### config.mk
export PLATFORM = sky130hd
export DESIGN_NAME = alu8_core
export DESIGN_NICKNAME = d
export VERILOG_FILES = /design/src/rtl/alu8_pkg.sv /design/src/rtl/alu8_arith.sv /design/src/rtl/alu8_logic.sv /design/src/rtl/alu8_shift.sv /design/src/rtl/alu8_core.sv
export SDC_FILE = /design/constraint.sdc
export NUM_CORES = 1
export LEC_CHECK = 0
export BUFFER_PORTS_ARGS = -buffer_cell sky130_fd_sc_hd__buf_2
export CAP_MARGIN = 0
export CORE_ASPECT_RATIO = 1.75
export CORE_MARGIN = 2
export CORE_UTILIZATION = 30
export DETAILED_ROUTE_END_ITERATION = 10
export MAX_ROUTING_LAYER = met4
export PLACE_DENSITY = 0.6
export SLEW_MARGIN = 20
export SYNTH_ARGS = -nofsm -noshare
export SYNTH_HDL_FRONTEND = slang
export SYNTH_HIERARCHICAL = 1
export SYNTH_SLANG_ARGS = --single-unit
### constraint.sdc
create_clock -name vclk -period 11.8
set_clock_uncertainty 0.05 [all_clocks]
set_input_delay 1.18 -clock vclk [all_inputs]
set_output_delay 1.18 -clock vclk [all_outputs]
set_load 0.1 [all_outputs]
### src/rtl/alu8_pkg.sv
package alu8_pkg;

    localparam int ALU_W  = 8;
    localparam int OP_W   = 4;

    typedef enum logic [OP_W-1:0] {
        OP_LOAD = 4'd0,
        OP_ADD  = 4'd1,
        OP_SUB  = 4'd2,
        OP_AND  = 4'd3,
        OP_OR   = 4'd4,
        OP_COM  = 4'd5,
        OP_INC  = 4'd6,
        OP_LSR  = 4'd7,
        OP_LSL  = 4'd8,
        OP_ASR  = 4'd9,
        OP_CPX  = 4'd10
    } op_e;

    typedef enum logic [1:0] {
        LG_PASS = 2'd0,
        LG_AND  = 2'd1,
        LG_OR   = 2'd2,
        LG_NOT  = 2'd3
    } logic_mode_e;

    typedef enum logic [1:0] {
        SH_RIGHT_ZERO = 2'd0,
        SH_LEFT_ZERO  = 2'd1,
        SH_RIGHT_WRAP = 2'd2
    } shift_mode_e;

endpackage

### src/rtl/alu8_arith.sv
module alu8_arith #(
    parameter int W = 8
) (
    input  logic [W-1:0] lhs_i,
    input  logic [W-1:0] rhs_i,
    input  logic         sub_i,
    output logic [W-1:0] res_o,
    output logic         c_o
);
    logic [W:0]   sum_d;
    logic [W-1:0] rhs_eff_d;

    always_comb begin
        rhs_eff_d = sub_i ? ~rhs_i : rhs_i;
        sum_d     = {1'b0, lhs_i} + {1'b0, rhs_eff_d} + {{W{1'b0}}, sub_i};
        res_o     = sum_d[W-1:0];
        c_o       = sub_i ? ~sum_d[W] : sum_d[W];
    end

    always_comb begin
        if (sub_i) begin
            p_borrow_matches_order_r4: assert (c_o == (lhs_i < rhs_i));
        end else begin
            p_carry_on_wrap_r3: assert (c_o == (res_o < lhs_i));
        end
    end
endmodule

### src/rtl/alu8_logic.sv
module alu8_logic
    import alu8_pkg::*;
#(
    parameter int W = 8
) (
    input  logic [W-1:0] a_i,
    input  logic [W-1:0] b_i,
    input  logic_mode_e  mode_i,
    output logic [W-1:0] res_o
);
    always_comb begin
        unique case (mode_i)
            LG_AND:  res_o = a_i & b_i;
            LG_OR:   res_o = a_i | b_i;
            LG_NOT:  res_o = ~a_i;
            default: res_o = b_i;
        endcase
    end

    always_comb begin
        if (mode_i == LG_OR) begin
            p_or_covers_both_r5: assert (((res_o & a_i) == a_i) && ((res_o & b_i) == b_i));
        end
        if (mode_i == LG_AND) begin
            p_and_within_both_r5: assert (((res_o | a_i) == a_i) && ((res_o | b_i) == b_i));
        end
    end
endmodule

### src/rtl/alu8_shift.sv
module alu8_shift
    import alu8_pkg::*;
#(
    parameter int W = 8
) (
    input  logic [W-1:0] a_i,
    input  shift_mode_e  mode_i,
    output logic [W-1:0] res_o,
    output logic         c_o
);
    always_comb begin
        case (mode_i)
            SH_LEFT_ZERO: begin
                res_o = {a_i[W-2:0], 1'b0};
                c_o   = a_i[W-1];
            end
            SH_RIGHT_WRAP: begin
                res_o = {a_i[0], a_i[W-1:1]};
                c_o   = a_i[0];
            end
            default: begin
                res_o = {1'b0, a_i[W-1:1]};
                c_o   = a_i[0];
            end
        endcase
    end

    always_comb begin
        if (mode_i != SH_RIGHT_WRAP) begin
            p_bits_conserved_r8: assert (($countones(res_o) + int'(c_o)) == $countones(a_i));
        end else begin
            p_wrap_feeds_top_r10: assert (res_o[W-1] == c_o);
        end
    end
endmodule

### src/rtl/alu8_core.sv
module alu8_core
    import alu8_pkg::*;
#(
    parameter int W  = ALU_W,
    parameter int OW = OP_W
) (
    input  logic [W-1:0]  data_i,
    input  logic [W-1:0]  acc_i,
    input  logic [W-1:0]  idx_i,
    input  logic [OW-1:0] op_i,
    output logic [W-1:0]  result_o,
    output logic          carry_o,
    output logic          zero_o
);
    typedef struct packed {
        logic [W-1:0] res;
        logic         c;
    } alu_out_t;

    op_e          op_d;
    logic [W-1:0] ar_lhs_d, ar_rhs_d, ar_res;
    logic         ar_sub_d, ar_c;
    logic_mode_e  lg_mode_d;
    logic [W-1:0] lg_res;
    shift_mode_e  sh_mode_d;
    logic [W-1:0] sh_res;
    logic         sh_c;
    alu_out_t     out_d;

    always_comb begin
        op_d      = op_e'(op_i);
        ar_lhs_d  = (op_d == OP_CPX) ? idx_i : acc_i;
        ar_rhs_d  = (op_d == OP_INC) ? W'(1) : data_i;
        ar_sub_d  = (op_d == OP_SUB) || (op_d == OP_CPX);
        case (op_d)
            OP_AND:  lg_mode_d = LG_AND;
            OP_OR:   lg_mode_d = LG_OR;
            OP_COM:  lg_mode_d = LG_NOT;
            default: lg_mode_d = LG_PASS;
        endcase
        case (op_d)
            OP_LSL:  sh_mode_d = SH_LEFT_ZERO;
            OP_ASR:  sh_mode_d = SH_RIGHT_WRAP;
            default: sh_mode_d = SH_RIGHT_ZERO;
        endcase
    end

    alu8_arith #(.W(W)) u_arith (
        .lhs_i (ar_lhs_d),
        .rhs_i (ar_rhs_d),
        .sub_i (ar_sub_d),
        .res_o (ar_res),
        .c_o   (ar_c)
    );

    alu8_logic #(.W(W)) u_logic (
        .a_i    (acc_i),
        .b_i    (data_i),
        .mode_i (lg_mode_d),
        .res_o  (lg_res)
    );

    alu8_shift #(.W(W)) u_shift (
        .a_i    (acc_i),
        .mode_i (sh_mode_d),
        .res_o  (sh_res),
        .c_o    (sh_c)
    );

    always_comb begin
        out_d = '0;
        case (op_d)
            OP_LOAD, OP_AND, OP_OR: out_d = '{res: lg_res, c: 1'b0};
            OP_COM:                 out_d = '{res: lg_res, c: 1'b1};
            OP_ADD, OP_SUB, OP_CPX: out_d = '{res: ar_res, c: ar_c};
            OP_INC:                 out_d = '{res: ar_res, c: 1'b0};
            OP_LSR, OP_LSL, OP_ASR: out_d = '{res: sh_res, c: sh_c};
            default:                out_d = '0;
        endcase
    end

    assign result_o = out_d.res;
    assign carry_o  = out_d.c;
    assign zero_o   = ~|out_d.res;

    always_comb begin
        if (op_d == OP_COM) begin
            p_complement_inverts_r6: assert ((lg_res ^ acc_i) == {W{1'b1}});
        end
        if (op_d == OP_LOAD) begin
            p_load_passes_bus_r2: assert (lg_res == data_i);
        end
        if (op_d == OP_INC) begin
            p_increment_steps_r7: assert ((ar_res - acc_i) == W'(1));
        end
    end
endmodule

* Yosys cells after proc, flatten, opt, wreduce, memory -nomap -nowiden
Index checks and enable logic that the tools add are counted.
W data, S select, Z words.
** Cells by class
- Add/subtract/negate cells :: 2
- Equality and inequality tests :: 15
- Multiplexer cells :: 10
- Bitwise logic cells :: 5
- Reductions and logical operators :: 7
** Operators by type and width (count)
- $pmux W9 S5 :: 1
- $mux W8 :: 3
- $pmux W8 S3 :: 1
- $eq A4 B3 Y1 const B :: 4
- $not A8 Y8 :: 2
- $pmux W8 S2 :: 1
- $eq A4 B4 Y1 const B :: 3
- $add A8 B8 Y9 :: 1
- $add A9 B1 Y9 :: 1
- $reduce_or A3 Y1 :: 3
- $and A8 B8 Y8 :: 1
- $eq A4 B2 Y1 const B :: 2
- $or A8 B8 Y8 :: 1
- $reduce_or A8 Y1 :: 1
- $eq A2 B2 Y1 const B :: 3
- $pmux W2 S3 :: 1
- $eq A2 B1 Y1 const B :: 2
- $eq A4 B1 Y1 const B :: 1
- $logic_not A4 Y1 :: 1
- $pmux W2 S2 :: 1
- $mux W1 :: 2
- $logic_not A1 Y1 :: 1
- $logic_or A1 B1 Y1 :: 1
- $not A1 Y1 :: 1
** Storage, ports and cells
- Bits in registers :: 0

* Depth between registers and ports, before layout
- Depth in word-level cells :: 11
- Gate-level depth with buffers :: 16

* Hierarchy
The synthesis kept the hierarchy.
** Modules (own cells, without submodules)
- alu8_core :: times used 1, cells an instance 107, area an instance 675.6 µm²
- alu8_arith :: times used 1, cells an instance 45, area an instance 402.9 µm²
- alu8_logic :: times used 1, cells an instance 36, area an instance 276.5 µm²
- alu8_shift :: times used 1, cells an instance 17, area an instance 132.6 µm²

* Least setup slack after synthesis
OpenSTA, ideal clock, no wires.
- Kind :: input to output
- Start :: input op_i[2]
- End :: output zero_o
- Data arrival time :: 6.117 ns
- Path slack :: 4.453 ns
- Stages :: 14
- Cell sequence :: buf_2 > inv_1 > clkbuf_1 > and3_1 > clkbuf_1 > mux2_2 > ha_1 > and4_1 > a211o_1 > nor2_1 > xnor2_1 > a221o_1 > or4_1 > nor3_2
** On the way
- Elaborated cells on any way between the ends :: 33
- Classes of those cells :: add/sub: 2; eq/ne: 15; mux: 8; bitwise: 1; reduce/logical: 7
** RTL lines
- from (decl) :: RTL line alu8_core.sv:10 : input logic [OW-1:0] op_i,
- $eq A4 B4 Y1 :: RTL line alu8_core.sv:32 : ar_lhs_d = (op_d == OP_CPX) ? idx_i : acc_i;
- $mux W8 :: RTL line alu8_core.sv:32
- net ar_lhs_d[2] :: RTL line alu8_core.sv:21 : logic [W-1:0] ar_lhs_d, ar_rhs_d, ar_res;
- $add A8 B8 Y9 :: RTL line alu8_arith.sv:15 : sum_d = {1'b0, lhs_i} + {1'b0, rhs_eff_d} + {{W{1'b0}}, sub_i};
- $add A9 B1 Y9 :: RTL line alu8_arith.sv:15
- net ar_res[5] :: RTL line alu8_core.sv:21
- $pmux W9 S5 :: RTL line alu8_core.sv:72 : case (op_d)
- net result_o[5] :: RTL line alu8_core.sv:11 : output logic [W-1:0] result_o,
- $reduce_or A8 Y1 :: RTL line alu8_core.sv:84 : assign zero_o = ~|out_d.res;
- $logic_not A1 Y1 :: RTL line alu8_core.sv:84
- to (decl) :: RTL line alu8_core.sv:13 : output logic zero_o
The timed path passes the listed nets, and every way through them passes these cells.

* Worst setup path after layout
- Start :: input op_i[2]
- End :: output zero_o
** On the way
- Cells in the longest elaborated chain, start to end :: 9
- Elaborated cells on any way between the ends :: 33
- Classes of those cells :: add/sub: 2; eq/ne: 15; mux: 8; bitwise: 1; reduce/logical: 7
** RTL lines
- $eq A4 B3 Y1 (*) :: RTL line alu8_core.sv:33 : ar_rhs_d = (op_d == OP_INC) ? W'(1) : data_i;
- $mux W8 (*) :: RTL line alu8_core.sv:33
- net ar_rhs_d[1] :: RTL line alu8_core.sv:21
- $not A8 Y8 :: RTL line alu8_arith.sv:14 : rhs_eff_d = sub_i ? ~rhs_i : rhs_i;
- $mux W8 (*) :: RTL line alu8_arith.sv:14
- $add A8 B8 Y9 (*) :: RTL line alu8_arith.sv:15
- $add A9 B1 Y9 (*) :: RTL line alu8_arith.sv:15
- net ar_res[5] :: RTL line alu8_core.sv:21
- $pmux W9 S5 (*) :: RTL line alu8_core.sv:72
- $reduce_or A8 Y1 (*) :: RTL line alu8_core.sv:84
- $logic_not A1 Y1 (*) :: RTL line alu8_core.sv:84
The timed path passes the listed nets; every way through them passes the cells marked *.

==> metrics.yaml <==
critical_path:
  critPathArrivalTime_ps: 5430
  crit_path_max_fanout: 17
  critPathSlowestCell: "nor3_1"
  cp.buffers_inverters: 3
  required_ps: 10570
  slowest_delay_ps: 790
  path_common_cell: "buf_2"
  worstPathCellList: "buf_2, inv_1, nor3_1, nor2b_1, xor2_1, ha_1, and4_1, a211o_1, nor2_1, xnor2_1, a221o_1, or4_1, nor3_2, buf_2"
  start_kind: "input pin"
  critPathTopFamily: "simple AND/OR/NAND/NOR gates"
  critPathCaptureType: "primary output"
  critPathKind: "input pin to primary output"
route:
  ant_nets: 0
  routed_via_density: 6.03
  routed_wirelength_mm: 4.86
  first_pass_iters: 4
  drtIter0Drc: 102
  vias: 1719
  drcViolationCount: 0
  wl_per_cell_um: 17.0
grt:
  grt_pass1_vias: 1691
  overflow: 0
  grt_max_degree: 18
  grt_pass1_wl_mm: 7.99
  antenna_found_initial: 0
  grt_util_all_layers_pct: 17.9
cells_and_area:
  fillCellCount: 537
  seq_cell_count: 0
  area_delta_synth_final_pct: 12.7
  antenna_cells: 0
  multi_input_area_um2: 1380
  nNetsFinal: 273
  drive_above_1_share_pct: 28.3
  clkbuf_count: 0
  layout.area.seq_um2: 0
placement:
  dp_hpwl_mm: 4.05
  port_buffers: 38
  gp_congestion: 0.950
  dpl_worst_slack_ps: 5090
sta:
  clock.fmax_mhz: 150
  hold_violations: 0
  setup_violations: 0
  layout_setup_ws_ps: 5140
  worst_pin_slew_ps: 946
  period_needed_ps: 6660
  slew_headroom_pct: 36.7
  grt_setup_unrepaired: "false"
  fin_crit_sh_pct: 56.5
  slew_violations: 0
  tns_ps: 0
logic_synthesis:
  yosysTopAreaCellShare_pct: 7.57
  syn_area_um2: 1490
  netlist_top_cells_count: "21 x a21oi_1, 11 x nor3_1, 10 x nand2_1, 10 x nor2b_1, 10 x xor2_1"
  ys_top_cells_by_area: "ha_1 7.6%, a21oi_1 7.1%, mux2_2 6.8%"
  synth_most_common_cell: "a21oi_1"
  synth_nets: 243
  yosys_warnings: 6
  ys_seq_area_share_pct: 0
  synth_cell_types: 50
  synth.largest_area_cell: "ha_1"
  synthCells: 205
  syn_area_per_cell_um2: 7.26
pwr:
  power_leakage_nw: 0.737
  powerDensity_nw_per_um2: 77.5
  ir_worst_vdd_uv: 97.3
floorplan:
  ios: 38
  floorplan.rows: 33
  core_um2: 4750
  initial_core_util_pct: 31.3
  die-area_um2: 5560
  die_w_um: 57.2
  die_h_um: 97.2
clock_network:
  ctsResizeCount: 0
  post_cts_buffers: 0
  ctsHoldBuffers: 0
worst_hold_path:
  hold_class: "input pin to primary output"
flow_run:
  drv_cap: 0
outcome:
  status: "completed"
## cell families (layout without fill, tap and decap cells)
family	count (synthesis)	count (layout)	synth area share (%)
xor+xnor	16	16	9.42
mux	10	10	7.82
compound gates	74	74	37.2
fa+ha+maj	10	10	8.92
simple gates	75	75	29.2
buf+inv	20	48	7.49
## layout make-up
class | instances | share of cell area (%)
multi-input combinational | 185 | 82.1
timing repair buffer | 40 | 12.2
tap | 52 | 3.88
inverter | 8 | 1.79
## metal layers
layer	vias to the layer above	track usage, %	part of all wire (%)
met1	799	20.7	39
met4	0	4.65	2.6
li1	840	-	-
met3	12	0.533	5.0
met2	68	32.8	54
met5	-	-	0
## cells in the final DEF (no fill, tap or decap), types with 6 or more instances in the layout
cell	count
a211oi_2	8
a21oi_1	21
a22o_1	6
buf_2	38
ha_1	9
inv_1	8
mux2_2	9
nand2_1	10
nand2b_1	9
nor2_1	9
nor2b_1	10
nor3_1	11
o21ai_0	9
xnor2_1	6
xor2_1	10
## worst paths after layout
kind / startpoint / end / cells past startpoint
setup / recovery: op_i[2] / zero_o / 14
hold / removal: acc_i[7] / result_o[7] / 5
## where the power goes
| group | switching (mW) | internal (mW) | leakage (nW) |
|---|---|---|---|
| clock network | 0 | 0 | 0 |
| logic | 0.0909 | 0.0389 | 0.737 |
| registers | 0 | 0 | 0 |
## tightest hold or removal path: stages
cell	delay, ps
buf_2	150
a211oi_2	80
inv_1	80
o21ai_0	90
buf_2	290
## per-stage QoR
step / area, µm² / cells / utilization, % / hold slack (ps) / total power [mW]
3_3_place_gp: 1680 / 285 / 35.3 / 2990 / 0.129
5_1_grt: 1680 / 285 / 35.3 / 3060 / 0.139
6_report: 1680 / 285 / 35.3 / 3010 / 0.130
3_5_place_dp: 1680 / 285 / 35.3 / 3010 / 0.129
2_1_floorplan: 1490 / 205 / - / 2850 / 0.103
4_1_cts: 1680 / 285 / 35.3 / 3010 / 0.130
Power figures use the tool's default switching activity.
